**src/rtl/link_test_symgen.sv**
```systemverilog
module link_test_symgen #(
  parameter int RESTART_PERIOD = 16
) (
  input  logic       clk,
  input  logic       rst_n,
  input  logic [2:0] mode_sel,
  input  logic [1:0] prbs_sel,
  input  logic [9:0] enc_sym_in,
  output logic [9:0] sym_out,
  output logic       align_restart
);
  localparam int CNT_W = $clog2(RESTART_PERIOD + 1);
  localparam logic [CNT_W-1:0] CNT_LAST = CNT_W'(RESTART_PERIOD - 1);
  localparam logic [9:0] HF_SYM = 10'h2AA;
  localparam logic [9:0] COMMA_N = 10'h0FA;
  localparam logic [9:0] COMMA_P = 10'h305;
  localparam logic [9:0] JIT_TAB [12] = '{10'h3E8, 10'h17C, 10'h2AA, 10'h0F5,
                                          10'h1A6, 10'h355, 10'h0CB, 10'h2D4,
                                          10'h1F0, 10'h30F, 10'h25A, 10'h1A5};

  logic [2:0]       mode_q;
  logic             kph_q, kph_d;
  logic [3:0]       idx_q, idx_d;
  logic [CNT_W-1:0] cnt_q, cnt_d;
  logic [30:0]      lfsr_q, lfsr_d;
  logic [9:0]       sym_d;
  logic             al_d;

  wire chg = (mode_sel != mode_q);

  function automatic logic [40:0] prbs_step10(input logic [30:0] s_in, input logic [1:0] sel);
    logic [30:0] s;
    logic [9:0]  o;
    logic        nb;
    s = s_in;
    o = '0;
    for (int i = 0; i < 10; i++) begin
      case (sel)
        2'd0:    nb = s[6]  ^ s[5];
        2'd1:    nb = s[14] ^ s[13];
        2'd2:    nb = s[22] ^ s[17];
        default: nb = s[30] ^ s[27];
      endcase
      s = {s[29:0], nb};
      o[9-i] = nb;
    end
    return {o, s};
  endfunction

  always_comb begin
    logic        k;
    logic [3:0]  ix;
    logic [CNT_W-1:0] c;
    logic [40:0] pr;
    kph_d  = kph_q;
    idx_d  = idx_q;
    cnt_d  = cnt_q;
    lfsr_d = lfsr_q;
    sym_d  = enc_sym_in;
    al_d   = 1'b0;
    k  = chg ? 1'b0 : kph_q;
    ix = chg ? 4'd0 : idx_q;
    c  = chg ? '0 : cnt_q;
    pr = prbs_step10(chg ? '1 : lfsr_q, prbs_sel);
    case (mode_sel)
      3'd1: sym_d = HF_SYM;
      3'd2, 3'd3: begin
        sym_d = k ? COMMA_P : COMMA_N;
        kph_d = ~k;
        if (mode_sel == 3'd3) begin
          al_d  = (c == CNT_LAST);
          cnt_d = al_d ? '0 : c + 1'b1;
        end
      end
      3'd4: begin
        sym_d = JIT_TAB[ix];
        idx_d = (ix == 4'd11) ? 4'd0 : ix + 4'd1;
      end
      3'd6: begin
        sym_d  = pr[40:31];
        lfsr_d = pr[30:0];
      end
      default: sym_d = enc_sym_in;
    endcase
  end

  always_ff @(posedge clk) begin
    if (!rst_n) begin
      mode_q        <= '0;
      kph_q         <= 1'b0;
      idx_q         <= '0;
      cnt_q         <= '0;
      lfsr_q        <= '1;
      sym_out       <= '0;
      align_restart <= 1'b0;
    end else begin
      mode_q        <= mode_sel;
      kph_q         <= kph_d;
      idx_q         <= idx_d;
      cnt_q         <= cnt_d;
      lfsr_q        <= lfsr_d;
      sym_out       <= sym_d;
      align_restart <= al_d;
    end
  end
endmodule

```
**config.mk**
```make
export PLATFORM = sky130hd
export DESIGN_NAME = link_test_symgen
export DESIGN_NICKNAME = d
export VERILOG_FILES = /design/src/rtl/link_test_symgen.sv
export SDC_FILE = /design/constraint.sdc
export NUM_CORES = 1
export LEC_CHECK = 0
export BUFFER_PORTS_ARGS = -buffer_cell sky130_fd_sc_hd__buf_2
export CELL_PAD_IN_SITES_DETAIL_PLACEMENT = 2
export CELL_PAD_IN_SITES_GLOBAL_PLACEMENT = 2
export CORE_ASPECT_RATIO = 1.5
export CORE_UTILIZATION = 37
export CTS_BUF_LIST = sky130_fd_sc_hd__clkbuf_4
export DETAILED_ROUTE_END_ITERATION = 6
export PLACE_DENSITY_LB_ADDON = 0.12
export SYNTH_ARGS = -nofsm -noshare
export SYNTH_HDL_FRONTEND = slang
export SYNTH_SLANG_ARGS = --single-unit
export TNS_END_PERCENT = 20
```
**constraint.sdc**
```tcl
create_clock -name clk -period 3.38 [get_ports clk]
set_clock_uncertainty 0.1 [all_clocks]
set_input_delay 0.169 -clock clk [delete_from_list [all_inputs] [get_ports clk]]
set_output_delay 0.169 -clock clk [all_outputs]
set_load 0.05 [all_outputs]
```
==> results of run 1 <==
==> through the flow <==
stage | std cells | power (W)
floorplan | 400 | 0.000855
global placement | 509 | 0.000908
detailed placement | 509 | 0.000914
CTS | 527 | 0.00124
global route | 528 | 0.00128
finish | 528 | 0.00121
==> cell families after synthesis <==
family | after synthesis | synth area share, %
AOI/OAI and AO/OA | 109 | 20.6
DFF | 55 | 33.6
xor gates and xnor gates | 41 | 12.0
and+or+nand+nor | 140 | 21.8
adders and majority gates | 6 | 2.29
muxes | 10 | 4.28
buffers and inverters | 39 | 5.39
==> final cells by class <==
cell class	count	share of cell area, %
diodes	1	0.0697
clock inverters	2	0.348
repair buffers	40	7.18
multi-input cells	306	55.6
clock buffers	6	1.25
inverters	11	1.15
flip-flops and latches	55	30.7
well taps	107	3.73
==> cell usage after synthesis (3+ instances only) <==
cell	instances	area share, %
clkbuf_1	15	1.7
buf_2	9	1.4
inv_1	9	1.0
ha_1	6	2.3
a31oi_1	6	1.1
nand4_1	3	0.57
a41oi_1	4	1.1
nand2_1	54	6.2
or3_1	18	3.4
dfxtp_1	55	34
nor2_1	16	1.8
mux4_2	3	2.1
buf_4	3	0.69
nand3_1	14	2.1
and2_1	7	1.3
nand3b_1	3	0.69
nor2b_1	6	1.1
o21ai_0	36	5.5
o211ai_1	7	1.6
o21ai_1	12	1.8
nand2b_1	3	0.57
xor2_1	31	8.3
xnor2_1	7	1.9
mux2i_1	5	1.5
nor3_1	6	0.92
o22ai_1	3	0.57
a22oi_1	8	1.8
a21oi_1	18	2.8
==> flip-flops by register name, summed over array words and instances, names as in the netlist <==
register       cells
lfsr_q            31
align_restart      1
idx_q              4
sym_out           10
kph_q              1
cnt_q              5
mode_q             3
==> how the worst max path moves through the flow <==
stage | end | slack (ps) | cells after the start
2_1_floorplan | sym_out[3] | 1000 | 9
3_3_place_gp | sym_out[3] | 910 | 8
3_5_place_dp | sym_out[1] | 810 | 9
4_1_cts | sym_out[1] | 760 | 8
5_1_grt | sym_out[1] | 610 | 8
6_report | sym_out[1] | 780 | 8
==> worst reg2reg max path, delay by kind of cell, from the launching register on <==
family	cells	cell delay, ps
mux	1	140
fa+ha+maj	1	400
compound gates	3	570
simple gates	2	600
flops	1	370
xor+xnor	1	330
==> metal layers <==
metal	up-vias	global-route usage [%]
li1	1446	-
met1	1490	25.9
met2	28	50.8
met3	15	3.10
met4	0	9.21
met5	-	0
==> power groups by stage <==
| stage | Combinational (W) | Sequential (W) | Clock, W |
|---|---|---|---|
| finish | 0.000216 | 0.000691 | 0.000307 |
| global route | 0.000236 | 0.000694 | 0.000345 |
| CTS | 0.000218 | 0.000692 | 0.000328 |
| detailed placement | 0.000208 | 0.000706 | 0 |
| global placement | 0.000203 | 0.000705 | 0 |
| floorplan | 0.000125 | 0.000730 | 0 |
==> results.cfg, run 1 <==
[run_status]
run_status = finished clean

[min_path]
beginning_of_the_worst_hold_path = enc_sym_in[8]
min_to = sym_out[8]
hold-path-cell-count = 3
worstHoldPathType = input port to flop

[setup_path]
endpoint_kind = flop
r2r-start = mode_q[0]
critical-path-max-stage-delay_ps = 420
cp_num_buf_inv = 0
reg2reg_depth = 8
critical_path.max_fanout = 21
reg2reg_slack_ps = 780
cp_top_family = simple AND/OR/NAND/NOR gates
timing.critical_path.from_type = flop
crit_start = mode_q[0]
r2r_end = sym_out[1]
worstPathRequired_ps = 3590
setup.worst_path.class = flop to flop
critical-path-slowest-cell = and3_4
worstPathCellList = xnor2_2 > and3_4 > nand2_1 > ha_1 > o21ai_0 > mux2i_1 > a221oi_2 > a21oi_2
cp.arrival_ps = 2810

[sta]
setup_tns_ps = 0
fmaxAchievable_ghz = 0.384
fin_hold_ws_ps = 24.2
finalWorstPathRequiredPeriod_ps = 2600
final-max-slew-violation-count = 0
tightest_slew_ps = 1040
final_min_period_over_clock_period_pct = 77.0
rsz_0062_raised_after_global_routing = no
hold_viol = 0
max_slew_margin_pct = 30.7
setup_slack_ps = 776
setup_viol = 0

[power]
power.sequential.fraction_pct = 56.9
leak_pwr_nw = 1.30
power_report.internal_total_w = 0.000829
power_switching_w = 0.000384
power_frac_clock_pct = 25.3
power_density_mw_per_mm2 = 338
vdd_ir_drop_max_mv = 0.183
switching_share_pct = 31.7
combPwrFrac_pct = 17.8

[cts]
cts_hold_buf = 10
clock_input_transition_at_the_sequential_cells_of_the_worst_setup_and_hold_paths_ps = 160
clk_latency_ps = 400
clock_tree.root_cell = clkbuf_4
clockBufferDepth = 2
cts-buffers-inserted = 5
ctsResizeCount = 0
cts_sinks = 55
cts.repair_timing.setup_buffer_count = 0
cts_tree = built
cts.htree.levels = 2

[die]
pin_count = 28
design.die.area_mm2 = 0.00924
die_h_um = 117
initial_core_util_pct = 38.5
rows = 41
chipWidth_um = 78.8
core_area_mm2 = 0.00852

[drt]
met1_length_mm = 4.25
drt_total_wl_mm = 10.7
vias_per_cell = 5.64
num_vias = 2979
topRoutingLayerUsed = met4
routed_wire_length_per_instance_um = 20.4
remaining_drc_errors = 0
first_pass_iters = 4
postRouteAntennaNets = 0
met3_length_um = 136
number_of_drc_violations_after_detailed_routing_iteration_0 = 114
wl_met2_mm = 6.11

[global_routing]
grt_pass1_wl_mm = 17.4
grt-ovfl-total = 0
grt_start_max_net_pins = 37
antenna_found_initial = 1
first_global_vias = 3255
grtUsageTotal_pct = 25.1

[synth]
mappedNetlistArea_mm2 = 0.00327
synth-seq-cells = 55
synth_top_flop_cell = dfxtp_1
async_flop_share_pct = 0
syn-num-nets = 423
netlist-cell-type-count = 55
synth_enable_flop_cells = 0
post_synth_inst_count = 400
number_of_synthesis_warnings = 0
synth_sequential_area_ratio_pct = 33.6
postSynthAreaPerCell_um2 = 8.19

[cells_and_area]
filler_cell_count = 1006
fin_area_mm2 = 0.00359
final_common_cell = dfxtp_1
postLayoutCoreUtil_pct = 42.2
area.growth.synth_to_final_pct = 9.67
regArea_mm2 = 0.00110
fin_nets = 442
layout_common_cells = 55 x dfxtp_1, 54 x nand2_1, 36 x o21ai_0, 31 x xor2_1, 27 x buf_2
layout_cell_share_with_drive_strength_beyond_1_pct = 12.9
multi_input_comb_area_mm2 = 0.00200

[place]
dpl-instance-area_mm2 = 0.00343
port_buffers = 27
post-place-ws_ps = 813
dpl.hpwl_mm = 7.91
place.gp.congestion = 0.836

[job]
drv.max_cap_violation_count = 0
Note: power is estimated with default switching activity, not from simulation.
==> run 2: changes to the inputs <==
- ABC_AREA: unset -> 1
- CORE_UTILIZATION: 37 -> 31
- clock period: 3.38 -> 2.33 ns (I/O delays scaled with it)
==> results.cfg, run 2 <==
[power]
power_frac_clock_pct = 22.9
switching_share_pct = 34.5
power_switching_w = 0.000692
power.sequential.fraction_pct = 51.3
power_report.internal_total_w = 0.00131
vdd_ir_drop_max_mv = 0.282
leak_pwr_nw = 1.98
p_total_w = 0.00200
power_density_mw_per_mm2 = 468
combPwrFrac_pct = 25.8

[cells_and_area]
biggestRegsByFlops = lfsr_q x31, sym_out x10, cnt_q x5
regArea_mm2 = 0.00110
layout_common_cells = 87 x nand2_1, 63 x inv_1, 53 x dfxtp_1, 52 x a21oi_1, 45 x o21ai_0
finalNonFillerCells = 706
final_common_cell = nand2_1
fin_nets = 586
layout_cell_share_with_drive_strength_beyond_1_pct = 23.2
multi_input_comb_area_mm2 = 0.00201
area.growth.synth_to_final_pct = 31.5
most_flops_register = lfsr_q
filler_cell_count = 1226
largest_reg_flops = 31

[global_routing]
grt-ovfl-total = 0
antenna_found_initial = 1
grtUsageTotal_pct = 25.6
grt_start_max_net_pins = 34
grt_pass1_wl_mm = 21.3
first_global_vias = 4135

[sta]
final-max-slew-violation-count = 0
finalWorstPathRequiredPeriod_ps = 2310
setup_viol = 0
tightest_slew_ps = 549
rsz_0062_raised_after_global_routing = yes
fmaxAchievable_ghz = 0.433
final_min_period_over_clock_period_pct = 99.1
hold_viol = 0
max_slew_margin_pct = 63.0

[place]
port_buffers = 27
number_of_instances_in_the_placed_design = 662
dpl.hpwl_mm = 10.3
place.gp.congestion = 0.908

[setup_path]
setup.worst_path.class = flop to flop
critical_path.max_fanout = 5
cp.arrival_ps = 2490
reg2reg_depth = 16
reg2reg_slack_ps = 20
cp_top_family = simple AND/OR/NAND/NOR gates
r2r_end = lfsr_q[3]
worstPathRequired_ps = 2510
endpoint_kind = flop
timing.critical_path.mode_cell = nand2_1
cp_num_buf_inv = 4
r2r-start = mode_q[2]
critical-path-slowest-cell = dfxtp_2
critical-path-max-stage-delay_ps = 380
timing.critical_path.from_type = flop
worstPathCellList = inv_1 > nand2_1 > nand2_2 > nor2_4 > buf_6 > nand2_8 > buf_12 > buf_6 > a21oi_2 > nand3_1 > nand4_1 > nand2_1 > nand3_1 > nand3b_1 > nand2_1 > o211ai_1

[synth]
synth_enable_flop_cells = 0
synth_top_flop_cell = dfxtp_1
synth-seq-cells = 55
syn-num-nets = 515
async_flop_share_pct = 0
synth_area_leaders = dfxtp_1 34%, nand2_1 11%, a21oi_1 8.9%
postSynthAreaPerCell_um2 = 6.63
yosys.area.top_type = dfxtp_1
post_synth_inst_count = 492
synth.most_common_cell = nand2_1
number_of_synthesis_warnings = 0
netlist-cell-type-count = 33
synth.cells.most_frequent = 95 x nand2_1, 65 x inv_1, 58 x a21oi_1
post-synth-top-area-fraction_pct = 33.8
synth_sequential_area_ratio_pct = 33.8
mappedNetlistArea_mm2 = 0.00326

[drt]
drt_total_wl_mm = 14.6
remaining_drc_errors = 0
postRouteAntennaNets = 0
number_of_drc_violations_after_detailed_routing_iteration_0 = 178
routed_wire_length_per_instance_um = 20.7
num_vias = 3758
vias_per_cell = 5.32
first_pass_iters = 4

[min_path]
hold-path-cell-count = 3
worstHoldPathType = input port to flop
min_to = lfsr_q[7]
beginning_of_the_worst_hold_path = rst_n

[die]
initial_core_util_pct = 32.0
rows = 45
design.die.area_mm2 = 0.0109
die_h_um = 128
core_area_mm2 = 0.0102
pin_count = 28
chipWidth_um = 85.7

[job]
drv.max_cap_violation_count = 0

[cts]
clock_input_transition_at_the_sequential_cells_of_the_worst_setup_and_hold_paths_ps = 170
cts-buffers-inserted = 5
clk_latency_ps = 400
cts_sinks = 55
clockBufferDepth = 2
cts_tree = built
cts.htree.levels = 2
clock_tree.root_cell = clkbuf_4

[run_status]
run_status = finished clean
run 2: cell count changes after synthesis, sizes merged, moves of 7 or more:
cell | previous run | this run
inv | 10 | 67
nand2 | 54 | 98
a21oi | 19 | 58
nand3 | 16 | 45
xor2 | 31 | 7
nor2 | 16 | 39
or3 | 18 | 0
nand4 | 3 | 13
a22oi | 8 | 0
and2 | 7 | 0
o211ai | 7 | 14
run 2: timing repair:
item | CTS | global route
hold buffers | 13 | 0
hold endpoints to repair | 13 | 0
endpoints found under the setup margin | 7 | 14
setup buffers | 0 | 21
gates cloned | 0 | 1
pin swaps | 1 | 23
resized for setup | 4 | 69
run 2: cell families after synthesis:
group	synth area share (%)
buf+inv	10.4
flops	33.8
simple gates	27.3
xor+xnor	4.07
fa+ha+maj	2.30
compound gates	22.2
run 2: tightest hold or removal path, delay by kind of cell:
family	cells	cell delay, ps
buffers and inverters	2	320
AOI/OAI and AO/OA	1	120
run 2: worst max path at each step:
stage | from | end | slack (ps) | depth (start not counted)
after floorplan | mode_q[0] | sym_out[1] | 80 | 11
after global placement | mode_q[2] | sym_out[1] | -20 | 16
after detailed placement | mode_q[2] | sym_out[1] | -110 | 16
after CTS | mode_q[2] | sym_out[1] | 1 | 16
after global routing | mode_q[2] | lfsr_q[2] | -140 | 17
final | mode_q[2] | lfsr_q[3] | 20 | 16
run 2: stage by stage:
step / hold WS [ps] / instance area, um^2 / utilization (%) / TNS [ps] / setup WS (ps)
after global routing: 69.6 / 4290 / 42.1 / -1400 / -140
after global placement: 302 / 3640 / 35.7 / -43.2 / -18.6
final: 81.2 / 4290 / 42.1 / 0 / 20.2
after CTS: 62.2 / 3840 / 37.7 / 0 / 1.05
after floorplan: 110 / 3260 / - / 0 / 76.5
after detailed placement: 301 / 3640 / 35.7 / -446 / -108
run 2: per-layer routing:
metal	part of all wire, %	up-vias	track usage (%)
li1	-	1780	-
met3	2.6	44	3.36
met1	36	1846	25.0
met2	55	88	51.4
met5	0	-	0
met4	5.7	0	12.2
run 2: power groups by stage:
stage | logic [W] | clock network, W | registers [W]
final | 0.000517 | 0.000459 | 0.00103
after global routing | 0.000554 | 0.000516 | 0.00103
after CTS | 0.000408 | 0.000490 | 0.00103
after detailed placement | 0.000385 | 0 | 0.00105
after global placement | 0.000376 | 0 | 0.00104
after floorplan | 0.000203 | 0 | 0.00108
run 2: area by class of cell:
cell class              instances  area share (%)
repair buffers                 82            15.9
flip-flops and latches         55            25.7
multi-input cells             352            47.0
clock inverters                 2           0.292
diodes                          1          0.0584
clock buffers                   6            1.05
well taps                     141            4.11
inverters                      67            5.87
